--- config.mk ---
export PLATFORM = sky130hd
export DESIGN_NAME = isel_leg_selector
export DESIGN_NICKNAME = d
export VERILOG_FILES = /design/src/rtl/isel_pkg.sv /design/src/rtl/isel_step_chk.sv /design/src/rtl/isel_combo_pick.sv /design/src/rtl/isel_effect.sv /design/src/rtl/isel_leg_selector.sv
export SDC_FILE = /design/constraint.sdc
export NUM_CORES = 1
export LEC_CHECK = 0
export ABC_AREA = 1
export ABC_CLOCK_PERIOD_IN_PS = 2300
export BUFFER_PORTS_ARGS = -buffer_cell sky130_fd_sc_hd__clkbuf_2
export CORE_MARGIN = 4
export CORE_UTILIZATION = 40
export CTS_CLUSTER_DIAMETER = 60
export DETAILED_ROUTE_END_ITERATION = 8
export SYNTH_ARGS = -nofsm -noshare
export SYNTH_HDL_FRONTEND = slang
export SYNTH_HIERARCHICAL = 1
export SYNTH_SLANG_ARGS = --single-unit
--- constraint.sdc ---
create_clock -name clk -period 2.3 [get_ports clk]
set_input_delay 0.115 -clock clk [delete_from_list [all_inputs] [get_ports clk]]
set_output_delay 0.115 -clock clk [all_outputs]
set_load 0.02 [all_outputs]
--- src/rtl/isel_pkg.sv ---
package isel_pkg;
  typedef logic [1:0] leg_code_t;
  localparam leg_code_t LEG_POS  = 2'b01;
  localparam leg_code_t LEG_ZERO = 2'b00;
  localparam leg_code_t LEG_NEG  = 2'b11;
endpackage

--- src/rtl/isel_step_chk.sv ---
module isel_step_chk #(
  parameter int LVL_W   = 3,
  parameter int LVL_TOP = 2
) (
  input  logic signed [LVL_W-1:0] req,
  input  logic signed [LVL_W-1:0] cur,
  output logic                    same,
  output logic                    legal
);
  logic signed [LVL_W:0] diff;
  logic                  in_range;

  always_comb begin
    diff     = {req[LVL_W-1], req} - {cur[LVL_W-1], cur};
    in_range = (int'(req) >= -LVL_TOP) && (int'(req) <= LVL_TOP);
    same     = (req == cur);
    legal    = in_range && ((diff == 1) || (diff == -1));
  end
endmodule

--- src/rtl/isel_combo_pick.sv ---
module isel_combo_pick
  import isel_pkg::*;
#(
  parameter int LVL_W = 3
) (
  input  logic signed [LVL_W-1:0] target,
  input  logic                    neg,
  output leg_code_t               code_a,
  output leg_code_t               code_b
);
  always_comb begin
    code_a = LEG_ZERO;
    code_b = LEG_ZERO;
    case (int'(target))
      2:  begin code_a = LEG_POS; code_b = LEG_POS; end
      -2: begin code_a = LEG_NEG; code_b = LEG_NEG; end
      1: begin
        if (neg) begin code_a = LEG_POS;  code_b = LEG_ZERO; end
        else     begin code_a = LEG_ZERO; code_b = LEG_POS;  end
      end
      -1: begin
        if (neg) begin code_a = LEG_ZERO; code_b = LEG_NEG;  end
        else     begin code_a = LEG_NEG;  code_b = LEG_ZERO; end
      end
      default: begin code_a = LEG_ZERO; code_b = LEG_ZERO; end
    endcase
  end
endmodule

--- src/rtl/isel_effect.sv ---
module isel_effect
  import isel_pkg::*;
(
  input  leg_code_t   code_a,
  input  leg_code_t   code_b,
  output logic [1:0]  eff
);
  logic signed [2:0] d;
  always_comb begin
    d   = {code_a[1], code_a} - {code_b[1], code_b};
    eff = d[1:0];
  end
endmodule

--- src/rtl/isel_leg_selector.sv ---
module isel_leg_selector
  import isel_pkg::*;
#(
  parameter int LVL_W   = 3,
  parameter int LVL_TOP = 2
) (
  input  logic                    clk,
  input  logic                    rst,
  input  logic signed [LVL_W-1:0] lvl_req,
  input  logic                    lvl_stb,
  input  logic                    icirc_neg,
  output logic [1:0]              leg_a,
  output logic [1:0]              leg_b,
  output logic [1:0]              circ_eff,
  output logic signed [LVL_W-1:0] lvl_out,
  output logic                    step_err
);
  logic signed [LVL_W-1:0] lvl_q;
  leg_code_t               a_q, b_q, pick_a, pick_b;
  logic [1:0]              eff_q, pick_eff;
  logic                    err_q, same_lvl, step_ok;

  isel_step_chk #(.LVL_W(LVL_W), .LVL_TOP(LVL_TOP)) u_chk (
    .req(lvl_req), .cur(lvl_q), .same(same_lvl), .legal(step_ok)
  );

  isel_combo_pick #(.LVL_W(LVL_W)) u_pick (
    .target(lvl_req), .neg(icirc_neg), .code_a(pick_a), .code_b(pick_b)
  );

  isel_effect u_eff (
    .code_a(pick_a), .code_b(pick_b), .eff(pick_eff)
  );

  always_ff @(posedge clk) begin
    if (rst) begin
      lvl_q <= '0;
      a_q   <= LEG_ZERO;
      b_q   <= LEG_ZERO;
      eff_q <= 2'b00;
      err_q <= 1'b0;
    end else if (lvl_stb && !same_lvl) begin
      if (step_ok) begin
        lvl_q <= lvl_req;
        a_q   <= pick_a;
        b_q   <= pick_b;
        eff_q <= pick_eff;
      end else begin
        err_q <= 1'b1;
      end
    end
  end

  assign leg_a    = a_q;
  assign leg_b    = b_q;
  assign circ_eff = eff_q;
  assign lvl_out  = lvl_q;
  assign step_err = err_q;

  // at most one leg moves per clock
  p_one_leg_r10: assert property (@(posedge clk) disable iff (rst)
    1'b1 |=> !((a_q != $past(a_q)) && (b_q != $past(b_q))));

  // effect never takes the excluded code
  p_eff_range_r5: assert property (@(posedge clk) disable iff (rst)
    circ_eff != 2'b10);

  // same-level strobe leaves the legs alone
  p_hold_same_r6: assert property (@(posedge clk) disable iff (rst)
    (lvl_stb && same_lvl) |=> ($stable(a_q) && $stable(b_q)));

  // refused request holds level and flags error
  p_bad_step_r7: assert property (@(posedge clk) disable iff (rst)
    (lvl_stb && !same_lvl && !step_ok) |=> ($stable(lvl_q) && err_q));

  // error flag is sticky
  p_err_sticky_r8: assert property (@(posedge clk) disable iff (rst)
    err_q |=> err_q);

  // positive current at level +1 picks the lowering combination
  p_pick_down_r4: assert property (@(posedge clk) disable iff (rst)
    (lvl_stb && step_ok && (int'(lvl_req) == 1) && !icirc_neg) |=> (circ_eff == 2'b11));
endmodule

Word-level counts from Yosys, hierarchy flattened

Index checks and enable logic that the tools add are counted.

Register bits after elaboration: 10
Input port bits: 7
Output and inout bits: 10
Word-level logic and storage cells: 30

Add/subtract/negate cells: 2
$lt $le $gt $ge: 2
Eq/ne operators: 7
Mux-type cells: 6
Bitwise operators: 1
Reduce and logical (&&, ||, !) cells: 7

Operators by type and width:

| cell                                                                                | number |
|---|---|
| 32-bit equality test, second input constant                                         | 2 |
| 32-bit by 1-bit equality test with 1-bit output, second input constant              | 1 |
| 32-bit by 2-bit equality test with 1-bit output, second input constant              | 1 |
| 2-bit case mux with 4 select lines                                                  | 2 |
| 4-bit by 1-bit equality test with 1-bit output, second input constant               | 1 |
| 4-bit by 2-bit equality test with 1-bit output, second input constant               | 1 |
| 2-bit two-way mux                                                                   | 2 |
| 2-bit AND reduction                                                                 | 2 |
| 3-bit by 3-bit subtractor with 4-bit output                                         | 1 |
| 3-bit equality test                                                                 | 1 |
| 3-bit by 2-bit greater-or-equal comparator with 1-bit output, second input constant | 1 |
| 3-bit <= comparator, second input constant                                          | 1 |
| 1-bit logical AND                                                                   | 3 |
| 1-bit two-way mux                                                                   | 2 |
| 2-bit subtractor                                                                    | 1 |
| 1-bit zero test                                                                     | 1 |
| 1-bit logical OR                                                                    | 1 |
| 1-bit NOT                                                                           | 1 |

Longest topological paths before layout

Gate-level depths: netlist of run 1.

Depth after elaboration: 6
Depth in mapped cells: 14
Gate-level depth less buffers: 13

Modules after synthesis

The synthesis of run 1 kept the hierarchy.

Modules (own cells, without submodules):

| module            | times used | cells an instance | area an instance (um^2) | sequential area each (um^2) |
|---|---|---|---|---|
| isel_leg_selector | 1          | 62                | 426.7                   | 200.2 |
| isel_step_chk     | 1          | 30                | 165.2                   | 0.0 |
| isel_combo_pick   | 1          | 13                | 66.3                    | 0.0 |
| isel_effect       | 1          | 12                | 55.1                    | 0.0 |

Least setup slack after synthesis of run 1

OpenSTA, ideal clock, no wires.

Path kind: reg2reg
Start point: register lvl_q[0], in the netlist lvl_out[0]
End point: register lvl_q[1], in the netlist lvl_out[1]
Setup time: 0.114 ns
Data arrival time: 2.054 ns
Data required time: 2.186 ns
Path slack: 0.132 ns
Stages on the path, launching flop included: 12
Buffers on the path: 1
Period minus slack after synthesis: 2.168 ns
Cell sequence: dfxtp_1 ha_1 inv_1 fa_1 or2_1 a21oi_2 nor2_1 nor2_1 nand3_4 buf_6 nor2_1 nor2_2

Longest elaborated chain between the ends: 5
Elaborated cells on any way between the ends: 9
Classes of those cells: add/sub (1); eq/ne (3); reduce/logical (5)

RTL lines:

| element                                                                                                          | RTL line                | text |
|---|---|---|
| from (decl)                                                                                                      | isel_leg_selector.sv:18 | `logic signed [LVL_W-1:0] lvl_q;` |
| from (signal assigned)                                                                                           | isel_leg_selector.sv:44 | `lvl_q <= lvl_req;` |
| 3-bit by 3-bit subtractor with 4-bit output (*)                                                                  | isel_step_chk.sv:14     | `diff = {req[LVL_W-1], req} - {cur[LVL_W-1], cur};` |
| 4-bit by 2-bit equality test with 1-bit output or 4-bit by 1-bit equality test with 1-bit output (tied branches) | isel_step_chk.sv:17     | `legal = in_range && ((diff == 1) \|\| (diff == -1));` |
| 1-bit logical OR (*)                                                                                             | isel_step_chk.sv:17     |  |
| 1-bit logical AND (*)                                                                                            | isel_step_chk.sv:17     |  |
| net step_ok                                                                                                      | isel_leg_selector.sv:21 | `logic err_q, same_lvl, step_ok;` |
| 2-bit AND reduction (no line) (*)                                                                                | --                      |  |

The timed path passes the listed nets; every way through them passes the cells marked *.
A chain may end at the register's enable or synchronous reset.

Final worst setup path of run 1

Start point: register lvl_q[0], in the netlist lvl_out[0]
End point: register b_q[1], in the netlist leg_b[1]

Longest elaborated chain between the ends: 5
Elaborated cells on any way between the ends: 9
Classes of those cells: add/sub (1); eq/ne (3); reduce/logical (5)

RTL lines:

| element                                                                                                          | RTL line                | text |
|---|---|---|
| 3-bit by 3-bit subtractor with 4-bit output (*)                                                                  | isel_step_chk.sv:14     |  |
| 4-bit by 2-bit equality test with 1-bit output or 4-bit by 1-bit equality test with 1-bit output (tied branches) | isel_step_chk.sv:17     |  |
| 1-bit logical OR (*)                                                                                             | isel_step_chk.sv:17     |  |
| 1-bit logical AND (*)                                                                                            | isel_step_chk.sv:17     |  |
| net step_ok                                                                                                      | isel_leg_selector.sv:21 |  |
| 2-bit AND reduction (no line) (*)                                                                                | --                      |  |
| to (signal assigned)                                                                                             | isel_leg_selector.sv:46 | `b_q <= pick_b;` |
| to (decl)                                                                                                        | isel_leg_selector.sv:19 | `leg_code_t a_q, b_q, pick_a, pick_b;` |

Marks and branches as above.

==> results of run 1 <==
==> path summary, 6_finish.rpt <==
kind / from / end / cells past startpoint
hold reg to reg: step_err$_SDFFE_PP0P_ / step_err$_SDFFE_PP0P_ / 2
setup reg to reg: lvl_out[0]$_SDFFE_PP0P_ / leg_b[1]$_SDFFE_PP0P_ / 11
hold / removal: rst / step_err$_SDFFE_PP0P_ / 2
setup / recovery: lvl_out[0]$_SDFFE_PP0P_ / leg_b[1]$_SDFFE_PP0P_ / 11
==> worst register-to-register path: cells and delay by family, from the launching register on <==
| kind | cells | cell delay, ps |
|---|---|---|
| simple gates | 7 | 950 |
| fa+ha+maj | 2 | 520 |
| compound gates | 1 | 120 |
| buf+inv | 1 | 50 |
| flops | 1 | 350 |
==> metal layers <==
layer	up-vias	routed length (µm)	track usage (%)
li1	394	-	-
met3	2	112	6.21
met4	0	8	1.38
met5	-	0	0
met1	287	742	16.0
met2	20	599	17.0
==> flip-flops by register name (all words and copies together) (netlist names) <==
| signal | cells |
|---|---|
| circ_eff | 2 |
| step_err | 1 |
| leg_b | 2 |
| leg_a | 2 |
| lvl_out | 3 |
==> power breakdown <==
group / leakage, nW / internal, W / switching (W)
Sequential: 0.0814 / 0.000187 / 0.00000699
Clock: 0.0138 / 0.0000604 / 0.0000589
Combinational: 0.390 / 0.0000523 / 0.0000978
==> synthesized netlist by cell type <==
| master | instances |
|---|---|
| fa_1 | 1 |
| inv_1 | 23 |
| o21ai_1 | 2 |
| ha_1 | 4 |
| nand4_1 | 2 |
| inv_2 | 2 |
| a21oi_1 | 1 |
| buf_6 | 1 |
| dfxtp_1 | 10 |
| clkinv_1 | 1 |
| or2_1 | 1 |
| nand2_1 | 32 |
| nor2_2 | 2 |
| nand3_1 | 7 |
| nand3_4 | 1 |
| nor2_1 | 23 |
| nand3b_1 | 1 |
| nand2_2 | 2 |
| a21oi_2 | 1 |
==> cells in the final DEF, fill, tap and decap left out <==
cell | Yosys | routed
nand2_1 | 32 | 32
inv_1 | 23 | 23
nor2_1 | 23 | 22
clkbuf_2 | 0 | 16
dfxtp_1 | 10 | 10
nand3_1 | 7 | 7
ha_1 | 4 | 4
nor2_2 | 2 | 3
clkbuf_4 | 0 | 3
inv_2 | 2 | 2
nand3_4 | 1 | 2
nand2_2 | 2 | 2
nand4_1 | 2 | 2
o21ai_1 | 2 | 2
clkinv_1 | 1 | 1
nand3b_1 | 1 | 1
a21oi_1 | 1 | 1
or2_1 | 1 | 1
a21oi_2 | 1 | 1
fa_1 | 1 | 1
==> kinds of logic (layout without fill, tap and decap cells) <==
logic type	Yosys count	count (layout)	share of synthesized area, %
AO/OA/AOI/OAI	4	4	3.33
adder cells (fa/ha/maj)	5	5	9.82
buffers and inverters	27	45	15.3
flip-flops	10	10	28.1
AND/OR/NAND/NOR	71	72	43.5
==> cell type report <==
cell class | instances | area [µm²]
timing repair buffer | 16 | 80.1
clock buffer | 3 | 22.5
fill | 162 | 739
multi-input combinational | 81 | 424
inverter | 26 | 97.6
sequential | 10 | 200
tap | 24 | 30.0
==> stage by stage <==
step	instances	cell area [µm²]	power, W	hold WS, ps	worst slack (ps)
6_report	160	855	0.000463	18.1	240
5_1_grt	160	855	0.000497	25.8	29.5
4_1_cts	159	835	0.000464	11.2	202
3_5_place_dp	156	812	0.000340	294	211
3_3_place_gp	156	812	0.000340	290	264
2_1_floorplan	117	713	0.000304	184	132
==> impl_metrics.toml, run 1 <==
[critical_path]
crit_fanout = 9
crit_chain = "ha_1 -> inv_1 -> fa_1 -> or2_1 -> a21oi_2 -> nor2_1 -> nor2_2 -> nand3_4 -> nand2_1 -> nand2_1 -> nor2_1"
cp-start-kind = "register"
rrSetupSlack_ps = 240
crit_required_ps = 2500
cp-end-kind = "register"
path_class = "reg -> reg"
crit_buf_inv = 1
worst_ep_arrival_time_ps = 2260
cp_slowest_cell = "fa_1"
max_stage_delay_ps = 380
cpLargestDelayFamily = "simple AND/OR/NAND/NOR gates"

[global_routing]
grt_max_degree = 19
grt_pass1_vias = 561
track_usage_pct = 11.8
grt_first_pass_wirelength_mm = 2.33
grt-ovfl-total = 0
antenna_found_initial = 0

[synth]
syn_nets = 129
avgSynthCellArea_um2 = 6.10
synth_seq_cells = 10
ys_seq_area_share_pct = 28.1
synth_area_um2 = 713
synth_area_leaders = "dfxtp_1 28%, nand2_1 17%, inv_1 12%"
yosysWarnings = 6
synth_top_area_share_pct = 28.1
synthDistinctLibCells = 19
yosysTopAreaCell = "dfxtp_1"
syn_inst = 117

[pwr]
p_leak_nw = 0.485
power_density_nw_per_um2 = 542
peakVddDrop_mv = 0.339

[placed_design]
portBuffers = 16
dp_hpwl_mm = 1.07
gp_congestion = 0.774

[drt]
drc = 0
wl_per_cell_um = 9.14
wl_mm = 1.46
dr.first_iter.drc_count = 27
ant_nets = 0
vias = 703
vias_per_cell = 4.39
drtPass1Iterations = 4

[cells_and_area]
final_util_pct = 53.6
drive_above_1_share_pct = 21.3
antennaDiodeCount = 0
fin_nets = 150
area.growth.synth_to_final_pct = 19.8

[sta]
worst_pin_slew_ps = 285
slew_headroom_pct = 81.0
setup_viol = 0
max_freq_ghz = 0.485
finalCriticalPeriod_ps = 2060
final.setup.tns_ps = 0
maxSlewViolCount = 0
rsz0062_at_grt = "no"
hold_viol_final = 0
fin_skew_ps = 2.45
fin_crit_sh_pct = 89.6

[die]
start_util_pct = 44.7
core_area_um2 = 1590
rows = 14
die_w_um = 50.2
io_pins = 17
die_h_um = 50.2
die-area_um2 = 2520

[clock_network]
ctsLongestPathBuffers = 2
postCtsSetupBuffers = 0
root_buffer = "clkbuf_4"
clkLatencyLatePin_ps = 260
clk_pin_slew_ps = 60
tritoncts = "built"
cts.sinks = 10
htreeDepth = 1
cts_resized = 0
holdBufCountCts = 0
numCtsBuffers = 3

[job]
max_cap_viol_count = 0

[min_path]
hold_path.class = "in -> reg"

[outcome]
status = "finished clean"
Note: power is estimated with default switching activity, not from simulation.
==> run 2: changes to the inputs <==
Settings changed: ABC_AREA 1 to unset, TNS_END_PERCENT set to 1.
==> impl_metrics.toml, run 2 <==
[outcome]
status = "finished with violations"
violations = "setup timing"

[pwr]
p_total_w = 0.000465
power_density_nw_per_um2 = 496
peakVddDrop_mv = 0.282
p_leak_nw = 0.404

[synth]
synth_edf_count = 0
syn_inst = 79
yosysTopAreaCell = "dfxtp_1"
synth_seq_cells = 10
synth_area_um2 = 707
synth_area_leaders = "dfxtp_1 28%, nand2b_1 17%, mux2i_1 14%"
synth_top_area_share_pct = 28.3
syn_nets = 91
synth_ff_type = "dfxtp_1"
synth.top_cells.by_count = "19 x nand2b_1, 10 x dfxtp_1, 10 x mux2i_1"
synthArstFlopShare_pct = 0
synthDistinctLibCells = 24
ys_seq_area_share_pct = 28.3
yosysMostFrequentCell = "nand2b_1"
yosysWarnings = 6
avgSynthCellArea_um2 = 8.95

[cells_and_area]
regArea_um2 = 203
layout_common_cells = "18 x nand2b_1, 16 x clkbuf_2, 10 x mux2i_1"
area.growth.synth_to_final_pct = 32.4
antennaDiodeCount = 0
largest_register_ffs = 3
final_common_cell = "nand2b_1"
drive_above_1_share_pct = 38.2
multiInputGateArea_um2 = 500
fin_nets = 115
layout.cells.non_filler = 126
fill_cells = 156

[sta]
setup_viol = 1
finalCriticalPeriod_ps = 2310
slew_headroom_pct = 78.6
hold_viol_final = 0
maxSlewViolCount = 0
fin_crit_sh_pct = 100
worst_hold_slack_ps = 194
fin_skew_ps = 0.406
rsz0062_at_grt = "yes"
worst_pin_slew_ps = 320
max_freq_ghz = 0.433
setup_ws_ps = -11.1

[critical_path]
cp-start-kind = "register"
cp-end-kind = "register"
crit_fanout = 3
crit_required_ps = 2500
worst_ep_arrival_time_ps = 2520
path_class = "reg -> reg"
ff2ff_path_depth = 9

[drt]
vias_per_cell = 4.93
met1_length_um = 752
drtPass1Iterations = 4
dr.first_iter.drc_count = 5
drc = 0
wl_met2_um = 786
wl_mm = 1.64
vias = 621
maxUsedRoutingLayer = "met4"
wl_per_cell_um = 13.0
ant_nets = 0
wl_met3_um = 65

[placed_design]
dp_cells = 120
gp_congestion = 0.678
portBuffers = 16

[job]
max_cap_viol_count = 0

[clock_network]
ctsLongestPathBuffers = 2
numCtsBuffers = 3
htreeDepth = 1
clk_pin_slew_ps = 70
tritoncts = "built"
root_buffer = "clkbuf_4"
cts.sinks = 10
clkLatencyLatePin_ps = 260

[die]
start_util_pct = 44.3
io_pins = 17
die-area_um2 = 2500
die_w_um = 50.0
rows = 14
die_h_um = 50.0
core_area_um2 = 1590

[global_routing]
grt_pass1_vias = 576
antenna_found_initial = 0
track_usage_pct = 12.2
grt-ovfl-total = 0
grt_first_pass_wirelength_mm = 2.38
grt_max_degree = 20

[min_path]
hold_path.class = "in -> reg"
whs_path_depth = 2
run 2: cell types whose count changed in the layout (fill, tap and decap cells not counted), moves of 3 or more:
cell      previous run  this run
mux2i_1              0        10
nand2b_1             0        18
buf_4                0         4
nor2_1              22         1
inv_1               23         7
nand2_1             32         4
nor2_2               3         0
nand3_1              7         0
run 2: area by class of cell:
type / count / share of cell area, %
multi-input combinational: 57 / 53.5
sequential: 10 / 21.7
timing repair buffer: 22 / 14.2
clock buffer: 4 / 3.88
inverter: 9 / 3.61
tap: 24 / 3.21
run 2: cell families (layout without fill, tap and decap cells):
logic type	count (synthesis)	in the layout	share of synthesized area (%)
adder cells (fa/ha/maj)	5	5	9.91
buffers and inverters	12	35	8.67
AO/OA/AOI/OAI	10	10	9.38
AND/OR/NAND/NOR	31	31	26.2
multiplexers	10	10	14.2
flip-flops	10	10	28.3
XOR/XNOR	1	1	3.36
run 2: metal layers:
metal  global-route usage [%]  vias up
met5                        0        -
met4                     7.83        0
met3                     3.01        4
met2                     19.3       14
met1                     14.4      290
li1                         -      313
run 2: final timing paths:
check,start,to,slack (ps)
worst min-delay path,rst,step_err$_SDFFE_PP0P_,190
worst min register to register,step_err$_SDFFE_PP0P_,step_err$_SDFFE_PP0P_,460
worst max register to register,lvl_out[1]$_SDFFE_PP0P_,step_err$_SDFFE_PP0P_,-10
worst max-delay path,lvl_out[1]$_SDFFE_PP0P_,step_err$_SDFFE_PP0P_,-10
run 2: where the power goes:
| group | total, W | internal [W] | leakage, nW | switching, W |
|---|---|---|---|---|
| Clock | 0.000163 | 0.0000961 | 0.0210 | 0.0000673 |
| Sequential | 0.000183 | 0.000179 | 0.0821 | 0.00000354 |
| Combinational | 0.000118 | 0.0000560 | 0.301 | 0.0000624 |
| Total | 0.000465 | 0.000331 | 0.404 | 0.000133 |
run 2: worst max-delay path, cell delays in order, from the launching register on:
cell and delay [ps]:
dfxtp_2 340, inv_1 70, ha_1 300, nor2b_1 190
o311a_1 330, o32ai_2 290, nor3_2 90, buf_4 130
or3b_1 360, a21oi_2 130
run 2: what timing repair did:
item                                    CTS  global route
hold buffers                              0             0
endpoints found under the setup margin    0            10
resized for setup                         0            15
setup buffers                             0             2
run 2: metrics by stage:
step	setup TNS, ps	area [µm²]	util, %	setup WS [ps]
after global placement	0	820	51.4	160
after detailed placement	0	820	51.4	77.3
after global routing	-640	936	58.7	-106
final	-11.1	936	58.7	-11.1
after floorplan	0	707	-	39.6
after CTS	0	856	53.7	58.0
==> run 3: changes to the inputs <==
Settings changed: SKIP_LAST_GASP set to 1.
==> impl_metrics.toml, run 3 (same netlist as run 2, synthesis figures left out) <==
[outcome]
status = "finished with violations"
violations = "setup timing"

[critical_path]
cp-end-kind = "register"
path_class = "reg -> reg"
worst_ep_arrival_time_ps = 2520
crit_chain = "inv_1 -> ha_1 -> nor2b_1 -> o311a_1 -> o32ai_2 -> nor3_2 -> buf_4 -> or3b_1 -> a21oi_2"
crit_required_ps = 2500
reg2reg_from = "lvl_out[1]$_SDFFE_PP0P_"
worst_r2r_endpoint = "step_err$_SDFFE_PP0P_"
ff2ff_path_depth = 9
cp_slowest_cell = "or3b_1"
cp-start-kind = "register"
crit_fanout = 3
rrSetupSlack_ps = -10
max_stage_delay_ps = 360

[pwr]
power_switching_w = 0.000133
peakVddDrop_mv = 0.282
p_leak_nw = 0.404
p_comb_share_pct = 25.5
sequentialPowerShare_pct = 39.4
p_total_w = 0.000465
p_int_w = 0.000331
p_sw_share_pct = 28.7
clockPowerShare_pct = 35.2
power_density_nw_per_um2 = 496

[sta]
finalCriticalPeriod_ps = 2310
max_freq_ghz = 0.433
fin_skew_ps = 0.406
hold_viol_final = 0
slew_headroom_pct = 78.6
fin_crit_sh_pct = 100
setup_ws_ps = -11.2
worst_pin_slew_ps = 320
setup_viol = 1
rsz0062_at_grt = "yes"
maxSlewViolCount = 0

[drt]
vias = 620
vias_per_cell = 4.92
dr.first_iter.drc_count = 5
ant_nets = 0
drtPass1Iterations = 4
drc = 0
wl_mm = 1.64
wl_per_cell_um = 13.0

[clock_network]
cts.sinks = 10
holdBufCountCts = 0
clkLatencyLatePin_ps = 260
tritoncts = "built"
root_buffer = "clkbuf_4"
numCtsBuffers = 3
htreeDepth = 1
ctsLongestPathBuffers = 2
clk_pin_slew_ps = 70

[global_routing]
grt_busiest_layer = "met2"
antenna_found_initial = 0
track_usage_pct = 12.2
grt_max_degree = 20
grt-ovfl-total = 0
grt_first_pass_wirelength_mm = 2.38
met3_usage_pct = 3.01
grt_use_met2_pct = 19.3
globalRouteMet1Util_pct = 14.4
grt_pass1_vias = 576

[placed_design]
portBuffers = 16
gp_congestion = 0.678
pre_cts_ws_ps = 77.3

[die]
rows = 14
core_area_um2 = 1590
io_pins = 17
die-area_um2 = 2500
die_h_um = 50.0
die_w_um = 50.0
start_util_pct = 44.3

[cells_and_area]
layout_common_cells = "18 x nand2b_1, 16 x clkbuf_2, 10 x mux2i_1"
fill_cells = 156
drive_above_1_share_pct = 37.3
antennaDiodeCount = 0
area.growth.synth_to_final_pct = 32.4
largest_register_ffs = 3
final_common_cell = "nand2b_1"
fin_nets = 115

[min_path]
min_from = "rst"
hold_end = "step_err$_SDFFE_PP0P_"
hold_path.class = "in -> reg"
whs_path_depth = 2

[job]
max_cap_viol_count = 0
==> run 3: changes by cell type in the layout (fill, tap and decap cells not counted) <==
cell	previous run	this run
inv_2	2	1
inv_1	7	8
==> run 3: worst max path at each step <==
stage,from,end,slack (ps)
finish,lvl_out[1]$_SDFFE_PP0P_,step_err$_SDFFE_PP0P_,-10
global route,lvl_out[1]$_SDFFE_PP0P_,step_err$_SDFFE_PP0P_,-110
CTS,lvl_out[0]$_SDFFE_PP0P_,leg_a[0]$_SDFFE_PP0P_,60
detailed placement,lvl_out[0]$_SDFFE_PP0P_,leg_a[0]$_SDFFE_PP0P_,80
global placement,lvl_out[0]$_SDFFE_PP0P_,leg_b[1]$_SDFFE_PP0P_,160
floorplan,lvl_out[0]$_SDFFE_PP0P_,circ_eff[0]$_SDFFE_PP0P_,40
==> run 3: final cells by class <==
class	count	area, µm²	share of cell area (%)
clock buffers	4	36.3	3.88
repair buffers	22	133	14.2
multi-input cells	57	500	53.5
inverters	9	33.8	3.61
well taps	24	30.0	3.21
flip-flops and latches	10	203	21.7
==> run 3: what timing repair did <==
action                                  CTS  global route
endpoints found under the setup margin    0            10
gates resized for setup                   0            14
buffers inserted                          0             2
endpoints found under the hold margin     0             0
==> run 3: through the flow <==
| stage | setup TNS, ps | std cells | utilization [%] | area [µm²] | hold slack (ps) |
|---|---|---|---|---|---|
| 2_1_floorplan | 0 | 79 | - | 707 | 270 |
| 3_3_place_gp | 0 | 120 | 51.4 | 820 | 435 |
| 3_5_place_dp | 0 | 120 | 51.4 | 820 | 445 |
| 4_1_cts | 0 | 124 | 53.7 | 856 | 182 |
| 5_1_grt | -759 | 126 | 58.7 | 936 | 193 |
| 6_report | -11.2 | 126 | 58.7 | 936 | 194 |
==> run 3: worst max-delay path: cells and delay by family, from the launching register on <==
family                     cells  cell delay [ps]
and+or+nand+nor                3              640
adders and majority gates      1              300
buffers and inverters          2              200
AOI/OAI and AO/OA              3              750
DFF                            1              340
==> run 3: power groups by stage <==
stage	logic [W]	registers (W)	clock network [W]
2_1_floorplan	0.0000627	0.000194	0
3_3_place_gp	0.0000955	0.000186	0
3_5_place_dp	0.0000972	0.000187	0
4_1_cts	0.0000975	0.000183	0.000168
5_1_grt	0.000127	0.000184	0.000176
6_report	0.000118	0.000183	0.000163
==> run 3: metal layers <==
metal	wire (µm)	share of wire, %
met1	751	46
met2	786	48
met3	65	4.0
met4	31	1.9
met5	0	0
